## src/rtl/ramclr_pkg.sv

```systemverilog
// Package: shared types for the user RAM clear controller.
// Assumes nothing beyond a single clock domain for its users.
package ramclr_pkg;
    // Sequencer phases: waiting, sweeping the RAM, holding the lockout.
    typedef enum logic [1:0] {
        PH_IDLE    = 2'd0,
        PH_SWEEP   = 2'd1,
        PH_RECOVER = 2'd2
    } phase_t;
endpackage

```

## src/rtl/ramclr_edge.sv

```systemverilog
// Module: ramclr_edge
// Brings the asynchronous active-low clear pin into the clock domain through
// SYNC_STAGES flops and flags a high-to-low transition for one cycle.
// Assumes the pin stays at each level for at least two clock cycles.
module ramclr_edge #(
    parameter int SYNC_STAGES = 2
) (
    input  logic clk,
    input  logic rst_n,
    input  logic pin_n_i,
    output logic fall_o
);
    // chain[0..SYNC_STAGES-1] synchronise, chain[SYNC_STAGES] holds the prior level
    logic [SYNC_STAGES:0] chain;

    for (genvar i = 0; i <= SYNC_STAGES; i++) begin : g_stage
        if (i == 0) begin : g_first
            // Capture the raw pin; reset to the idle (high) level.
            always_ff @(posedge clk) begin
                if (!rst_n) chain[i] <= 1'b1;
                else        chain[i] <= pin_n_i;
            end
        end else begin : g_next
            // Shift the sampled level one stage further.
            always_ff @(posedge clk) begin
                if (!rst_n) chain[i] <= 1'b1;
                else        chain[i] <= chain[i-1];
            end
        end
    end

    assign fall_o = chain[SYNC_STAGES] & ~chain[SYNC_STAGES-1];
endmodule

```

## src/rtl/ramclr_seq.sv

```systemverilog
// Module: ramclr_seq
// Walks the write port over addresses 0..DEPTH-1 once per start, then holds a
// lockout for REC_CYCLES cycles. Starts arriving while busy are dropped.
// Assumes start_i is a single-cycle pulse already gated by the enable bit.
module ramclr_seq
    import ramclr_pkg::*;
#(
    parameter int DEPTH      = 114,
    parameter int REC_CYCLES = 16,
    parameter int ADDR_W     = $clog2(DEPTH)
) (
    input  logic              clk,
    input  logic              rst_n,
    input  logic              start_i,
    output logic              we_o,
    output logic [ADDR_W-1:0] addr_o,
    output logic              done_o,
    output logic              lock_o
);
    localparam int CNT_W = (REC_CYCLES > 1) ? $clog2(REC_CYCLES) : 1;
    localparam logic [ADDR_W-1:0] LAST_ADDR = ADDR_W'(DEPTH - 1);
    localparam logic [CNT_W-1:0]  LAST_REC  = CNT_W'((REC_CYCLES > 0) ? REC_CYCLES - 1 : 0);

    phase_t            phase, phase_nx;
    logic [ADDR_W-1:0] addr_q;
    logic [CNT_W-1:0]  rec_q;
    logic              last_wr;

    assign last_wr = (phase == PH_SWEEP) && (addr_q == LAST_ADDR);

    // Pick the next phase; the recovery phase is skipped when REC_CYCLES is 0.
    always_comb begin
        phase_nx = phase;
        case (phase)
            PH_IDLE:    if (start_i) phase_nx = PH_SWEEP;
            PH_SWEEP:   if (last_wr) phase_nx = (REC_CYCLES > 0) ? PH_RECOVER : PH_IDLE;
            PH_RECOVER: if (rec_q == LAST_REC) phase_nx = PH_IDLE;
            default:    phase_nx = PH_IDLE;
        endcase
    end

    // Phase register.
    always_ff @(posedge clk) begin
        if (!rst_n) phase <= PH_IDLE;
        else        phase <= phase_nx;
    end

    // Address counter: restarts at 0 on a start, steps during the sweep.
    always_ff @(posedge clk) begin
        if (!rst_n)                            addr_q <= '0;
        else if (phase == PH_IDLE)             addr_q <= '0;
        else if (phase == PH_SWEEP && !last_wr) addr_q <= addr_q + 1'b1;
    end

    // Recovery counter: counts cycles spent in the recovery phase.
    always_ff @(posedge clk) begin
        if (!rst_n)                  rec_q <= '0;
        else if (phase == PH_RECOVER) rec_q <= rec_q + 1'b1;
        else                          rec_q <= '0;
    end

    assign we_o   = (phase == PH_SWEEP);
    assign addr_o = addr_q;
    assign done_o = last_wr;
    assign lock_o = (phase != PH_IDLE);
endmodule

```

## src/rtl/ramclr_flag.sv

```systemverilog
// Module: ramclr_flag
// Holds the completion flag (set by the sequencer, cleared by a write-zero
// strobe, set wins) and forms the combined active-low interrupt line.
// Assumes the interrupt is only reported while main supply is good.
module ramclr_flag (
    input  logic clk,
    input  logic rst_n,
    input  logic set_i,
    input  logic clr_i,
    input  logic rie_i,
    input  logic vcc_ok_i,
    input  logic other_irq_i,
    output logic flag_o,
    output logic irq_n_o
);
    logic flag_q;

    // Completion flag: set has priority over the software clear.
    always_ff @(posedge clk) begin
        if (!rst_n)     flag_q <= 1'b0;
        else if (set_i) flag_q <= 1'b1;
        else if (clr_i) flag_q <= 1'b0;
    end

    assign flag_o  = flag_q;
    assign irq_n_o = ~((flag_q & rie_i & vcc_ok_i) | other_irq_i);
endmodule

```

## src/rtl/ramclr_top.sv

```systemverilog
// Module: ramclr_top
// User RAM clear controller: on an enabled falling edge of the clear pin it
// fills the user RAM with ones, reports completion, and locks host access.
// Assumes the RAM accepts one write per cycle and that clk runs whenever a
// clear may be requested, with or without main supply.
module ramclr_top #(
    parameter int DEPTH       = 114,
    parameter int DATA_W      = 8,
    parameter int REC_CYCLES  = 16,
    parameter int SYNC_STAGES = 2,
    parameter int ADDR_W      = $clog2(DEPTH)
) (
    input  logic              clk,
    input  logic              rst_n,
    input  logic              clr_n_i,
    input  logic              rce_i,
    input  logic              rie_i,
    input  logic              vcc_ok_i,
    input  logic              flag_clr_i,
    input  logic              other_irq_i,
    output logic              ram_we_o,
    output logic [ADDR_W-1:0] ram_addr_o,
    output logic [DATA_W-1:0] ram_wdata_o,
    output logic              flag_o,
    output logic              irq_n_o,
    output logic              lock_o
);
    logic pin_fall;
    logic sweep_done;

    ramclr_edge #(.SYNC_STAGES(SYNC_STAGES)) u_edge (
        .clk     (clk),
        .rst_n   (rst_n),
        .pin_n_i (clr_n_i),
        .fall_o  (pin_fall)
    );

    ramclr_seq #(.DEPTH(DEPTH), .REC_CYCLES(REC_CYCLES), .ADDR_W(ADDR_W)) u_seq (
        .clk     (clk),
        .rst_n   (rst_n),
        .start_i (pin_fall & rce_i),
        .we_o    (ram_we_o),
        .addr_o  (ram_addr_o),
        .done_o  (sweep_done),
        .lock_o  (lock_o)
    );

    ramclr_flag u_flag (
        .clk         (clk),
        .rst_n       (rst_n),
        .set_i       (sweep_done),
        .clr_i       (flag_clr_i),
        .rie_i       (rie_i),
        .vcc_ok_i    (vcc_ok_i),
        .other_irq_i (other_irq_i),
        .flag_o      (flag_o),
        .irq_n_o     (irq_n_o)
    );

    assign ram_wdata_o = '1;
endmodule

```

## config.mk

```make
export PLATFORM = sky130hd
export DESIGN_NAME = ramclr_top
export DESIGN_NICKNAME = d
export VERILOG_FILES = /design/src/rtl/ramclr_pkg.sv /design/src/rtl/ramclr_edge.sv /design/src/rtl/ramclr_seq.sv /design/src/rtl/ramclr_flag.sv /design/src/rtl/ramclr_top.sv
export SDC_FILE = /design/constraint.sdc
export NUM_CORES = 1
export LEC_CHECK = 0
export ABC_AREA = 1
export BUFFER_PORTS_ARGS = -buffer_cell sky130_fd_sc_hd__buf_2
export CAP_MARGIN = 20
export CORE_ASPECT_RATIO = 1.1
export CORE_MARGIN = 5
export CORE_UTILIZATION = 40
export DETAILED_ROUTE_END_ITERATION = 6
export GPL_ROUTABILITY_DRIVEN = 0
export GPL_TIMING_DRIVEN = 0
export PLACE_DENSITY = 0.72
export SKIP_CTS_REPAIR_TIMING = 1
export SYNTH_ARGS = -nofsm -noshare
export SYNTH_HDL_FRONTEND = slang
export SYNTH_SLANG_ARGS = --single-unit
```

## constraint.sdc

```tcl
create_clock -name clk -period 2.1 [get_ports clk]
set_clock_uncertainty 0.15 [all_clocks]
set_input_delay 0.21 -clock clk [delete_from_list [all_inputs] [get_ports clk]]
set_output_delay 0.21 -clock clk [all_outputs]
set_load 0.01 [all_outputs]
```

==> results.py <==
metrics = {
    "setup_path": {
        "worstPathCellList": "nor2_1 > inv_1 > buf_2",
        "reg2reg_from": "u_seq.addr_o[0]",
        "critPathTopFamily": "flip-flops",
        "cp-startpoint": "u_seq.phase[1]",
        "critPathSlowestCell": "dfxtp_1",
        "ff2ff_setup_slack_ps": 640,
        "crit_required_ps": 1740,
        "slowest_delay_ps": 500,
        "critical_path_class": "flop to primary output",
        "startpoint_type": "flop",
        "path_max_fanout": 4,
        "critPathCaptureType": "primary output",
        "cp.arrival_ps": 1110,
        "worst-path-buf-inv": 2,
    },
    "layout": {
        "final_cell_mix": "nand2_1, buf_2, dfxtp_1, inv_1, nor2_1",
        "layout.nets": 159,
        "drive_above_1_share_pct": 29.9,
        "diodes": 0,
        "area_delta_synth_final_pct": 24.1,
        "fill_cells": 222,
        "finish.utilization_pct": 52.8,
        "final_common_cell": "nand2_1",
        "design_area_um2": 1090,
    },
    "clocking": {
        "htreeDepth": 1,
        "root_buffer": "clkbuf_4",
        "clk_latency_ps": 300,
        "cts_tree": "done",
        "clkTransAtPathRegs_ps": 110,
        "clock-sinks": 17,
        "clockBufferDepth": 2,
        "cts_made_buffers": 3,
    },
    "detailed_routing": {
        "wl_per_cell_um": 9.30,
        "drtAntennaViolNets": 0,
        "drt_wl_total_um": 1630,
        "dr.pass1.iters": 4,
        "drtIter0Drc": 10,
        "vias_per_cell": 4.42,
        "post-route-drc-count": 0,
        "routed-via-count": 773,
    },
    "yosys": {
        "ys_types": 26,
        "postSynthCellCount": 115,
        "synth-seq-area-share_pct": 38.7,
        "netlist_area_um2": 878,
        "avgSynthCellArea_um2": 7.64,
        "ys_warn_count": 0,
        "ys_seq_elements": 17,
    },
    "global_route": {
        "grt_pass1_vias": 654,
        "grt_max_degree": 12,
        "gr-usage-all-layers_pct": 11.2,
        "grt_first_pass_wirelength_um": 2640,
        "grt_overflow": 0,
        "antenna_found_initial": 0,
    },
    "outcome": {
        "status": "complete, no violations",
    },
    "timing": {
        "post-route-min-period_ps": 1470,
        "clock.fmax_mhz": 680,
        "rsz0062_at_grt": "no",
        "drv_slew": 0,
        "min_period_over_period_pct": 70.0,
        "setup-violations-final": 0,
        "finalSetupTns_ps": 0,
        "hold_viol_final": 0,
    },
    "placement": {
        "place_area_um2": 1030,
        "hpwl_um": 1270,
        "port_buffers": 18,
    },
    "worst_hold_path": {
        "hp-start": "rce_i",
        "hold_class": "input pin to flop",
    },
    "pwr": {
        "p_comb_share_pct": 8.8,
        "pwr-share-clk_pct": 33.3,
        "ir_drop_mv": 0.408,
        "p_per_area_nw_per_um2": 517,
        "switching_power_mw": 0.141,
        "power_leakage_nw": 0.474,
        "seqPwrFrac_pct": 58.0,
        "p_total_mw": 0.564,
        "p_int_mw": 0.423,
        "swShare_pct": 24.9,
    },
    "die": {
        "dieArea_um2": 3230,
        "die_h_um": 59.1,
        "die_w_um": 54.7,
        "initial_core_util_pct": 42.6,
        "num_rows": 17,
        "core_area_um2": 2060,
        "pin_count": 27,
    },
    "job": {
        "drv_cap": 0,
    },
}
registers in the layout, indices dropped and copies added (netlist names):
register       cells
u_flag.flag_o      1
u_seq.rec_q        4
u_seq.phase        2
u_edge.chain       3
u_seq.addr_o       7
logic make-up after synthesis:
family          after synthesis  share of synthesized area [%]
compound gates               13                           8.40
simple gates                 52                           30.6
xor+xnor                      3                           2.99
buf+inv                      26                           14.5
other cells                   1                          0.427
flops                        17                           38.7
fa+ha+maj                     3                           4.27
layer usage:
metal,track usage (%),wire length [um]
met3,5.54,110
met5,0,0
met2,17.6,834
met1,13.0,668
met4,3.91,14
metrics by stage:
step                      cells  worst slack, ps  hold WS (ps)
after CTS                   172              616         -86.2
after detailed placement    168              670           246
after global placement      168              670           240
after global routing        175              530          33.8
after floorplan             122              714           129
final                       175              629          25.4
power groups by stage:
stage / combinational, mW / sequential, mW / clock [mW]
floorplan: 0.0330 / 0.334 / 0
global placement: 0.0439 / 0.334 / 0
detailed placement: 0.0445 / 0.334 / 0
CTS: 0.0446 / 0.327 / 0.192
global route: 0.0549 / 0.327 / 0.210
finish: 0.0495 / 0.327 / 0.188
path summary, 6_finish.rpt:
path | to | cells past startpoint
worst max register to register | u_seq.addr_o[0] | 6
worst min register to register | u_edge.chain[2] | 2
worst min-delay path | u_seq.phase[0] | 3
worst max-delay path | lock_o | 3
layout make-up:
| class | count | area [um^2] | share of cell area [%] |
|---|---|---|---|
| Multi-Input combinational cell | 79 | 437 | 40.1 |
| Buffer | 8 | 60.1 | 5.51 |
| Sequential cell | 17 | 340 | 31.2 |
| Tap cell | 28 | 35.0 | 3.21 |
| Clock buffer | 3 | 22.5 | 2.07 |
| Inverter | 18 | 67.6 | 6.20 |
| Timing Repair Buffer | 21 | 120 | 11.0 |
| Clock inverter | 1 | 7.51 | 0.689 |
Yosys cell counts:
master,instances,share of area (%)
a21oi_1,9,5.1
a31o_2,1,1.0
buf_4,8,6.8
clkinv_1,1,0.43
conb_1,1,0.43
dfxtp_1,17,39
ha_1,3,4.3
inv_1,15,6.4
inv_2,2,0.86
nand2_1,23,9.8
nand2_2,2,1.4
nand3_1,6,3.4
nand3b_2,1,1.3
nand4_1,2,1.4
nor2_1,10,4.3
nor2_2,2,1.4
nor2_4,1,1.3
nor2_8,1,2.3
nor3_2,1,1.1
nor3b_2,1,1.4
o211ai_1,1,0.86
o21ai_0,1,0.57
o21bai_1,1,0.86
or2_2,2,1.4
xnor2_1,1,1.0
xor2_1,2,2.0
worst min-delay path: stages:
cell,delay (ps)
buf_2,100
nand4_1,80
a21oi_1,60
No activity file was read; power rests on OpenSTA's default activity.
